==> src/rtl/tmr_irq_stat_pkg.sv <==
package tmr_irq_stat_pkg;
   // Field order inside the status word, lowest field first.
   typedef enum int {
      FLD_LATCH = 0,
      FLD_OVF   = 1,
      FLD_RUN   = 2,
      FLD_STOP  = 3
   } stat_fld_e;

   localparam int NUM_FLDS = 4;

   function automatic int fld_lo(stat_fld_e f, int n);
      return int'(f) * n;
   endfunction
endpackage

==> src/rtl/tsc_sticky_bank.sv <==
// Bank of set-dominant sticky flags with write-one-to-clear.
module tsc_sticky_bank #(
   parameter int WIDTH = 4
) (
   input  logic             clk,
   input  logic             rst_n,
   input  logic [WIDTH-1:0] set_i,
   input  logic [WIDTH-1:0] clr_i,
   output logic [WIDTH-1:0] q_o
);
   for (genvar b = 0; b < WIDTH; b++) begin : g_flag
      always_ff @(posedge clk or negedge rst_n) begin
         if (!rst_n)
            q_o[b] <= 1'b0;
         else if (set_i[b])
            q_o[b] <= 1'b1;
         else if (clr_i[b])
            q_o[b] <= 1'b0;
      end
   end
endmodule

==> src/rtl/tsc_run_ctrl.sv <==
// Per-timer run state driven by start/stop command pulses; stop dominates.
module tsc_run_ctrl #(
   parameter int N_TMR = 4
) (
   input  logic             clk,
   input  logic             rst_n,
   input  logic             wr_i,
   input  logic [N_TMR-1:0] start_i,
   input  logic [N_TMR-1:0] stop_i,
   output logic [N_TMR-1:0] run_o
);
   for (genvar t = 0; t < N_TMR; t++) begin : g_tmr
      always_ff @(posedge clk or negedge rst_n) begin
         if (!rst_n)
            run_o[t] <= 1'b0;
         else if (wr_i && stop_i[t])
            run_o[t] <= 1'b0;
         else if (wr_i && start_i[t])
            run_o[t] <= 1'b1;
      end
   end
endmodule

==> src/rtl/tsc_irq_out.sv <==
// Masked request with a configurable number of register stages.
module tsc_irq_out #(
   parameter int N_TMR  = 4,
   parameter int STAGES = 1
) (
   input  logic             clk,
   input  logic             rst_n,
   input  logic [N_TMR-1:0] latch_i,
   input  logic [N_TMR-1:0] mask_i,
   output logic [N_TMR-1:0] req_o
);
   logic [N_TMR-1:0] pipe_q [STAGES];

   for (genvar s = 0; s < STAGES; s++) begin : g_stage
      if (s == 0) begin : g_head
         always_ff @(posedge clk or negedge rst_n) begin
            if (!rst_n) pipe_q[0] <= '0;
            else        pipe_q[0] <= latch_i & mask_i;
         end
      end else begin : g_tail
         always_ff @(posedge clk or negedge rst_n) begin
            if (!rst_n) pipe_q[s] <= '0;
            else        pipe_q[s] <= pipe_q[s-1];
         end
      end
   end

   assign req_o = pipe_q[STAGES-1];
endmodule

==> src/rtl/tmr_irq_stat.sv <==
module tmr_irq_stat
   import tmr_irq_stat_pkg::*;
#(
   parameter int N_TMR      = 4,
   parameter int IRQ_STAGES = 1,
   localparam int DW        = NUM_FLDS * N_TMR
) (
   input  logic             clk,
   input  logic             rst_n,
   input  logic             bus_wr,
   input  logic [DW-1:0]    bus_wdata,
   output logic [DW-1:0]    bus_rdata,
   input  logic [N_TMR-1:0] tmr_evt,
   input  logic [N_TMR-1:0] tmr_err,
   input  logic [N_TMR-1:0] cfg_irqen,
   input  logic [N_TMR-1:0] irq_mask,
   output logic [N_TMR-1:0] tmr_run,
   output logic [N_TMR-1:0] irq_req
);
   localparam int LO_LATCH = fld_lo(FLD_LATCH, N_TMR);
   localparam int LO_OVF   = fld_lo(FLD_OVF,   N_TMR);
   localparam int LO_RUN   = fld_lo(FLD_RUN,   N_TMR);
   localparam int LO_STOP  = fld_lo(FLD_STOP,  N_TMR);

   if (N_TMR < 1 || N_TMR > 16) begin : g_bad_ntmr
      $error("tmr_irq_stat: N_TMR must lie in 1..16");
   end
   if (IRQ_STAGES < 1 || IRQ_STAGES > 4) begin : g_bad_stages
      $error("tmr_irq_stat: IRQ_STAGES must lie in 1..4");
   end

   logic [N_TMR-1:0] latch_q, ovf_q;
   logic [N_TMR-1:0] latch_clr, ovf_clr;
   logic [N_TMR-1:0] latch_set;

   assign latch_clr = bus_wr ? bus_wdata[LO_LATCH +: N_TMR] : '0;
   assign ovf_clr   = bus_wr ? bus_wdata[LO_OVF   +: N_TMR] : '0;
   assign latch_set = tmr_evt & cfg_irqen;

   tsc_sticky_bank #(.WIDTH(N_TMR)) u_latch (
      .clk   (clk),
      .rst_n (rst_n),
      .set_i (latch_set),
      .clr_i (latch_clr),
      .q_o   (latch_q)
   );

   tsc_sticky_bank #(.WIDTH(N_TMR)) u_ovf (
      .clk   (clk),
      .rst_n (rst_n),
      .set_i (tmr_err),
      .clr_i (ovf_clr),
      .q_o   (ovf_q)
   );

   tsc_run_ctrl #(.N_TMR(N_TMR)) u_run (
      .clk     (clk),
      .rst_n   (rst_n),
      .wr_i    (bus_wr),
      .start_i (bus_wdata[LO_RUN  +: N_TMR]),
      .stop_i  (bus_wdata[LO_STOP +: N_TMR]),
      .run_o   (tmr_run)
   );

   tsc_irq_out #(.N_TMR(N_TMR), .STAGES(IRQ_STAGES)) u_req (
      .clk     (clk),
      .rst_n   (rst_n),
      .latch_i (latch_q),
      .mask_i  (irq_mask),
      .req_o   (irq_req)
   );

   always_comb begin
      bus_rdata                       = '0;
      bus_rdata[LO_LATCH +: N_TMR]    = latch_q;
      bus_rdata[LO_OVF   +: N_TMR]    = ovf_q;
      bus_rdata[LO_RUN   +: N_TMR]    = tmr_run;
   end
endmodule

==> config.mk <==
export PLATFORM = sky130hd
export DESIGN_NAME = tmr_irq_stat
export DESIGN_NICKNAME = d
export VERILOG_FILES = /design/src/rtl/tmr_irq_stat_pkg.sv /design/src/rtl/tsc_sticky_bank.sv /design/src/rtl/tsc_run_ctrl.sv /design/src/rtl/tsc_irq_out.sv /design/src/rtl/tmr_irq_stat.sv
export SDC_FILE = /design/constraint.sdc
export NUM_CORES = 1
export LEC_CHECK = 0
export CAP_MARGIN = 15
export CORE_MARGIN = 1.5
export CORE_UTILIZATION = 30
export DETAILED_ROUTE_END_ITERATION = 12
export GPL_ROUTABILITY_DRIVEN = 0
export PLACE_DENSITY_LB_ADDON = 0.2
export SLEW_MARGIN = 20
export SYNTH_ARGS = -nofsm -noshare
export SYNTH_HDL_FRONTEND = slang
export SYNTH_SLANG_ARGS = --single-unit
==> constraint.sdc <==
create_clock -name clk -period 0.8 [get_ports clk]
set_input_delay 0.24 -clock clk [delete_from_list [all_inputs] [get_ports clk]]
set_output_delay 0.24 -clock clk [all_outputs]
set_load 0.02 [all_outputs]
* After elaboration in Yosys (flattened, before gate mapping)
Index checks and enable logic that the tools add are counted.
** Storage, ports and cells
- Output and inout bits :: 24
- Input port bits :: 35
- Logic and storage cells :: 61
- Register bits :: 16
** Cells by class
- Muxes and demuxes :: 26
- Bitwise logic cells :: 2
- Reductions and logical operators :: 20
** Operators with widths (number)
- $mux 1 :: 24
- $reduce_bool 2->1 :: 12
- $and 4x4->4 :: 2
- $logic_and 1x1->1 :: 8
- $mux 4 :: 2

* Longest topological paths before layout
Gate-level depths: netlist of run 1.
- Depth in word-level cells :: 3
- Mapped depth :: 4
- Depth with buffers taken out :: 2

* Modules after synthesis
Synthesis of run 1 repeated with hierarchy kept, for this count alone.
** Second synthesis, totals
- Cell total of the unflattened synthesis :: 66
- Area total of the unflattened synthesis :: 735.7 µm²
** Modules (own cells, without submodules)
- tsc_sticky_bank :: cells each 12, seq. area each 100.1 µm², instances 2, area each 145.1 µm²
- tsc_run_ctrl :: cells each 13, seq. area each 100.1 µm², instances 1, area each 181.4 µm²
- tmr_irq_stat :: cells each 21, seq. area each 0.0 µm², instances 1, area each 138.9 µm²
- tsc_irq_out :: cells each 8, seq. area each 100.1 µm², instances 1, area each 125.1 µm²

* Worst setup path after synthesis of run 1
No wires, ideal clock.
- Kind :: flip-flop to output port
- From :: reg u_run.run_o[0]
- To :: out tmr_run[0]
- Stages on the path, launching flop included :: 2
- Slack :: -0.066 ns
- Buffers on the path :: 1
- Data arrival time :: 0.626 ns
- Data required time :: 0.560 ns
- Path through :: dfrtp_1 -> buf_4
** RTL lines
- start: declaration :: RTL line tsc_run_ctrl.sv:10 : output logic [N_TMR-1:0] run_o
- start signal: indexed assignment :: RTL line tsc_run_ctrl.sv:15 : run_o[t] <= 1'b0;
- start signal: indexed assignment :: RTL line tsc_run_ctrl.sv:17 : run_o[t] <= 1'b0;
- start signal: indexed assignment :: RTL line tsc_run_ctrl.sv:19 : run_o[t] <= 1'b1;
- end: declaration :: RTL line tmr_irq_stat.sv:17 : output logic [N_TMR-1:0] tmr_run,
No word-level cell between the ends.

* Worst setup path in the final report of run 1
- From :: reg u_run.run_o[1]
- To :: out tmr_run[1]
No word-level cell between the ends.

==> flow_metrics.py, run 1 <==
metrics = {
    "drt": {
        "drtPass1Iterations": 3,
        "wl_per_cell_um": 11.3,
        "vias": 586,
        "drt-initial-drc-count": 4,
        "viasPerCell": 4.13,
        "ant_nets": 0,
        "drc_errors": 0,
        "drt_wl_total_um": 1600,
    },
    "worst_setup_path": {
        "critical_path_buf_inv_count": 1,
        "rr_worst_depth": 3,
        "cp_slowest_cell": "dfrtp_2",
        "cp-start-kind": "flip-flop",
        "ff2ff_setup_slack_ps": -120,
        "criticalPathCategory": "flip-flop to output port",
        "cp.arrival_ps": 860,
        "crit_family": "flip-flops",
        "critPathCaptureType": "output port",
        "crit_fanout": 3,
        "critPathRequiredTime_ps": 560,
        "r2r-start": "u_latch.q_o[0]$_DFFE_PN0P_",
        "cp_cell_sequence": "buf_6",
        "r2r_end": "u_latch.q_o[0]$_DFFE_PN0P_",
        "slowest_delay_ps": 440,
    },
    "floorplan": {
        "dieWidth_um": 49.9,
        "rows": 16,
        "initial_core_util_pct": 32.7,
        "die_area_um2": 2490,
        "ioPinCount": 59,
        "core_area_um2": 2020,
        "die_y_um": 49.9,
    },
    "layout": {
        "mostFrequentLayoutCell": "clkdlybuf4s50_1",
        "nets": 151,
        "synthToLayoutAreaGrowth_pct": 104,
        "layout_common_cells": "clkdlybuf4s50_1, buf_6, dfrtp_1",
        "diodes": 0,
        "final_layout_size_suffix_gt1_share_pct": 35.7,
        "nFillCells": 164,
    },
    "min_path": {
        "hp-class": "input port to asynchronous set/reset pin",
    },
    "clock_network": {
        "cts.sinks": 16,
        "cts_tree": "yes",
        "cts_max_path_buffers": 2,
        "cts-root-buf": "clkbuf_4",
        "clkSlewWorstSetupHoldPaths_ps": 100,
        "insertion_delay_ps": 280,
        "htreeDepth": 1,
        "numCtsBuffers": 3,
    },
    "synth": {
        "synth_cell_types": 11,
        "syn_avg_cell_area_um2": 12.0,
        "seq_area_frac_synth_pct": 60.6,
        "synth_area_um2": 661,
        "yosys_register_bits": 16,
        "syn_inst": 55,
        "yosys_warnings": 0,
    },
    "timing": {
        "clock.fmax_mhz": 911,
        "finalSetupViolations": 25,
        "rsz0062_at_grt": "true",
        "timing.final.crit_share_pct": 137,
        "fin_crit_ps": 1100,
        "finalWorstSetupSlack_ps": -298,
        "hold_ws_ps": 279,
        "finalClockSkew_ps": 7.37,
        "final-max-slew-violation-count": 0,
        "finalHoldViolations": 0,
    },
    "run": {
        "drv_cap": 0,
    },
    "global_route": {
        "antenna_found_initial": 0,
        "grt_pass1_vias": 567,
        "grt_max_degree": 17,
        "grtUsageTotal_pct": 13.5,
        "overflow": 0,
        "grt_pass1_wl_um": 2530,
    },
    "pwr": {
        "ir_drop_v": 0.000941,
        "power_density_nw_per_um2": 1600,
        "leakage_nw": 0.615,
    },
    "status": {
        "status": "finished with violations",
        "violations": "setup timing",
    },
    "place": {
        "pre_cts_slack_ps": -476,
        "io_buffer_count": 54,
        "hpwl_um": 1170,
    },
}
==> cells by family after synthesis <==
| logic type | share of synthesized area [%] |
|---|---|
| AOI/OAI and AO/OA | 15.9 |
| buffers and inverters | 13.8 |
| and+or+nand+nor | 9.09 |
| DFF | 60.6 |
| other | 0.568 |
==> power by group <==
part	switching, mW	leakage [nW]	internal [mW]
Clock	0.257	0.0150	0.193
Sequential	0.0657	0.180	0.890
Combinational	0.281	0.419	0.475
==> routing by layer <==
metal / global-route usage [%] / share of wire, %
met1: 17.0 / 46
met5: 0 / 0
met3: 5.15 / 11
met4: 5.56 / 0.69
met2: 20.7 / 42
==> through the flow <==
step | utilization [%] | power (mW) | instances | setup TNS (ps) | cell area, um2
floorplan | - | 1.26 | 58 | -96.2 | 692
global placement | 60.5 | 1.61 | 134 | -12640 | 1220
detailed placement | 60.5 | 1.62 | 134 | -12890 | 1220
CTS | 64.2 | 2.12 | 139 | -5680 | 1300
global route | 66.6 | 2.27 | 142 | -6650 | 1350
finish | 66.6 | 2.16 | 142 | -5780 | 1350
==> final cells by class <==
| type | instances | area, um2 | share of cell area, % |
|---|---|---|---|
| repair buffers | 63 | 697 | 51.7 |
| well taps | 27 | 33.8 | 2.51 |
| multi-input cells | 32 | 185 | 13.7 |
| flip-flops and latches | 16 | 405 | 30.1 |
| clock buffers | 4 | 26.3 | 1.95 |
==> what timing repair did <==
| action | CTS | global route |
|---|---|---|
| hold buffers | 0 | 0 |
| gates cloned | 1 | 0 |
| pin swaps | 1 | 0 |
| setup buffers | 1 | 3 |
| resized for setup | 119 | 11 |
| setup endpoints to repair | 32 | 26 |
==> how the worst max path moves through the flow <==
stage                               startpoint                    endpoint  cells past startpoint
floorplan           u_run.run_o[0]$_DFFE_PN0P_                  tmr_run[0]                      1
global placement                        bus_wr  u_latch.q_o[0]$_DFFE_PN0P_                      4
detailed placement                      bus_wr  u_latch.q_o[0]$_DFFE_PN0P_                      4
CTS                 u_run.run_o[2]$_DFFE_PN0P_               bus_rdata[10]                      1
global route        u_run.run_o[1]$_DFFE_PN0P_                bus_rdata[9]                      1
finish              u_run.run_o[1]$_DFFE_PN0P_                  tmr_run[1]                      1
==> Yosys cell counts (all sizes together) <==
| master | count | area [um2] |
|---|---|---|
| dfrtp | 16 | 400 |
| buf | 10 | 91.3 |
| and2 | 4 | 25.0 |
| a22o | 4 | 35.0 |
| a21oi | 8 | 40.0 |
| nand2 | 8 | 35.0 |
| a21o | 4 | 30.0 |
| conb | 1 | 3.75 |
==> worst register-to-register path: cells and delay by family (launching register included) <==
kind	cells	cell delay (ps)
AO/OA/AOI/OAI	1	170
buffers and inverters	2	230
flip-flops	1	420
==> registers in the layout, indices dropped and copies added, names as in the netlist <==
name,flops
u_run.run_o,4
u_latch.q_o,4
u_ovf.q_o,4
u_req.req_o,4
(Power assumes the default switching activity.)
==> run 2: changes to the inputs <==
--- a/config.mk
+++ b/config.mk
@@ -8,9 +8,11 @@
 export CAP_MARGIN = 15
 export CORE_MARGIN = 1.5
 export CORE_UTILIZATION = 30
+export CTS_CLUSTER_DIAMETER = 100
 export DETAILED_ROUTE_END_ITERATION = 12
 export GPL_ROUTABILITY_DRIVEN = 0
-export PLACE_DENSITY_LB_ADDON = 0.2
+export GPL_TIMING_DRIVEN = 1
+export PLACE_DENSITY = 0.78
 export SLEW_MARGIN = 20
 export SYNTH_ARGS = -nofsm -noshare
 export SYNTH_HDL_FRONTEND = slang
==> run 2 against run 1 <==
Effect of this change: the flow still finishes with violations (setup timing); final cell count up 1.4%; clock skew grew 4.2 ps; utilization rose by 1.6 points; critical path depth unchanged; maximum frequency fell by 0.48%; count of clock-buffer cells in the layout did not move; clock power up 17%; largest cell class unchanged; register-to-register slack barely moved; flip-flop and latch count did not move; sequential power barely moved.
==> flow_metrics.py, run 2 (synthesis gave the netlist of run 1 again) <==
metrics = {
    "floorplan": {
        "dieWidth_um": 49.9,
        "initial_core_util_pct": 32.7,
        "ioPinCount": 59,
        "core_area_um2": 2020,
        "rows": 16,
        "die_y_um": 49.9,
        "die_area_um2": 2490,
    },
    "drt": {
        "drt-initial-drc-count": 1,
        "viasPerCell": 4.38,
        "drc_errors": 0,
        "ant_nets": 0,
        "drtPass1Iterations": 4,
        "vias": 631,
        "drt_wl_total_um": 1780,
        "wl_per_cell_um": 12.4,
    },
    "timing": {
        "finalSetupViolations": 25,
        "fin_tns_setup_ps": -5570,
        "timing.final.crit_share_pct": 138,
        "clock.fmax_mhz": 907,
        "finalClockSkew_ps": 11.6,
        "finalWorstSetupSlack_ps": -303,
        "hold_ws_ps": 273,
        "rsz0062_at_grt": "true",
        "finalHoldViolations": 0,
        "fin_crit_ps": 1100,
        "final-max-slew-violation-count": 0,
    },
    "layout": {
        "nFillCells": 152,
        "diodes": 0,
        "synthToLayoutAreaGrowth_pct": 109,
        "mostFrequentLayoutCell": "clkdlybuf4s50_1",
        "layout_common_cells": "clkdlybuf4s50_1, buf_6, dfrtp_1",
        "instances_no_fill": 144,
        "final_core_util_pct": 68.3,
        "final_layout_size_suffix_gt1_share_pct": 38.5,
        "nets": 153,
    },
    "global_route": {
        "grt_pass1_wl_um": 2780,
        "antenna_found_initial": 0,
        "grt_pass1_vias": 637,
        "overflow": 0,
        "busiest_layer": "met2",
        "grt_use_met1_pct": 17.2,
        "grt_use_met3_pct": 4.55,
        "global_route.usage.met2_pct": 26.2,
        "grt_max_degree": 17,
        "grtUsageTotal_pct": 15.0,
    },
    "place": {
        "hpwl_um": 1280,
        "io_buffer_count": 54,
        "dp.cells": 134,
    },
    "pwr": {
        "power_density_nw_per_um2": 1630,
        "leakage_nw": 0.627,
        "ir_drop_v": 0.00116,
    },
    "worst_setup_path": {
        "crit_family": "flip-flops",
        "critPathRequiredTime_ps": 560,
        "cp_slowest_cell": "dfrtp_2",
        "cp-start-kind": "flip-flop",
        "cp.arrival_ps": 860,
        "slowest_delay_ps": 440,
        "critical_path_buf_inv_count": 1,
        "critPathCaptureType": "output port",
        "criticalPathCategory": "flip-flop to output port",
        "cp_cell_sequence": "buf_6",
        "crit_fanout": 3,
    },
    "clock_network": {
        "hold_buffers": 0,
        "cts_tree": "yes",
        "cts.sinks": 16,
        "numCtsBuffers": 3,
        "cts_max_path_buffers": 2,
        "htreeDepth": 1,
        "insertion_delay_ps": 290,
        "clkSlewWorstSetupHoldPaths_ps": 100,
        "cts-root-buf": "clkbuf_4",
    },
    "status": {
        "violations": "setup timing",
        "status": "finished with violations",
    },
    "min_path": {
        "hp-class": "input port to asynchronous set/reset pin",
    },
    "run": {
        "drv_cap": 0,
    },
}
## run 2: path summary, 6_finish.rpt
kind	startpoint	end	slack, ps	cells after the start
worst max-delay path	u_run.run_o[0]$_DFFE_PN0P_	bus_rdata[8]	-300	1
worst min-delay path	rst_n	u_latch.q_o[0]$_DFFE_PN0P_	270	2
worst max register to register	u_latch.q_o[2]$_DFFE_PN0P_	u_latch.q_o[2]$_DFFE_PN0P_	-110	3
worst min register to register	u_ovf.q_o[0]$_DFFE_PN0P_	u_ovf.q_o[0]$_DFFE_PN0P_	520	1
max in group asynchronous	rst_n	u_run.run_o[1]$_DFFE_PN0P_	380	2
min in group clk	bus_wr	u_ovf.q_o[2]$_DFFE_PN0P_	500	4
## run 2: worst reg2reg max path: stages, from the launching register on
cell and delay, ps:
dfrtp_1 410, buf_6 130, buf_6 100, a22o_1 160
## run 2: power breakdown
group          switching, mW  internal, mW  total (mW)
registers             0.0674         0.890       0.957
logic                  0.288         0.477       0.765
clock network          0.249         0.277       0.526
total                  0.605          1.64        2.25
## run 2: repair_timing
| action | CTS | global route |
|---|---|---|
| pin swaps | 1 | 1 |
| cloned | 1 | 0 |
| resized for setup | 116 | 15 |
| buffers inserted | 2 | 4 |
| setup endpoints to repair | 32 | 26 |
| endpoints found under the hold margin | 0 | 0 |
## run 2: layer usage
metal / wire [um] / up-vias
met2: 903 / 45
met1: 671 / 286
li1: - / 298
met4: 13 / 0
met3: 194 / 2
met5: 0 / -
## run 2: layout make-up
type / count / area [um2] / share of cell area, %
multi-input combinational: 32 / 190 / 13.8
timing repair buffer: 65 / 714 / 51.8
sequential: 16 / 405 / 29.4
clock buffer: 4 / 36.3 / 2.63
tap: 27 / 33.8 / 2.45
## run 2: through the flow
| stage | power, mW | worst slack (ps) | instance area [um2] |
|---|---|---|---|
| after global routing | 2.36 | -333 | 1380 |
| after CTS | 2.19 | -308 | 1310 |
| after floorplan | 1.26 | -24.0 | 692 |
| final | 2.25 | -303 | 1380 |
| after detailed placement | 1.63 | -478 | 1220 |
| after global placement | 1.61 | -449 | 1220 |
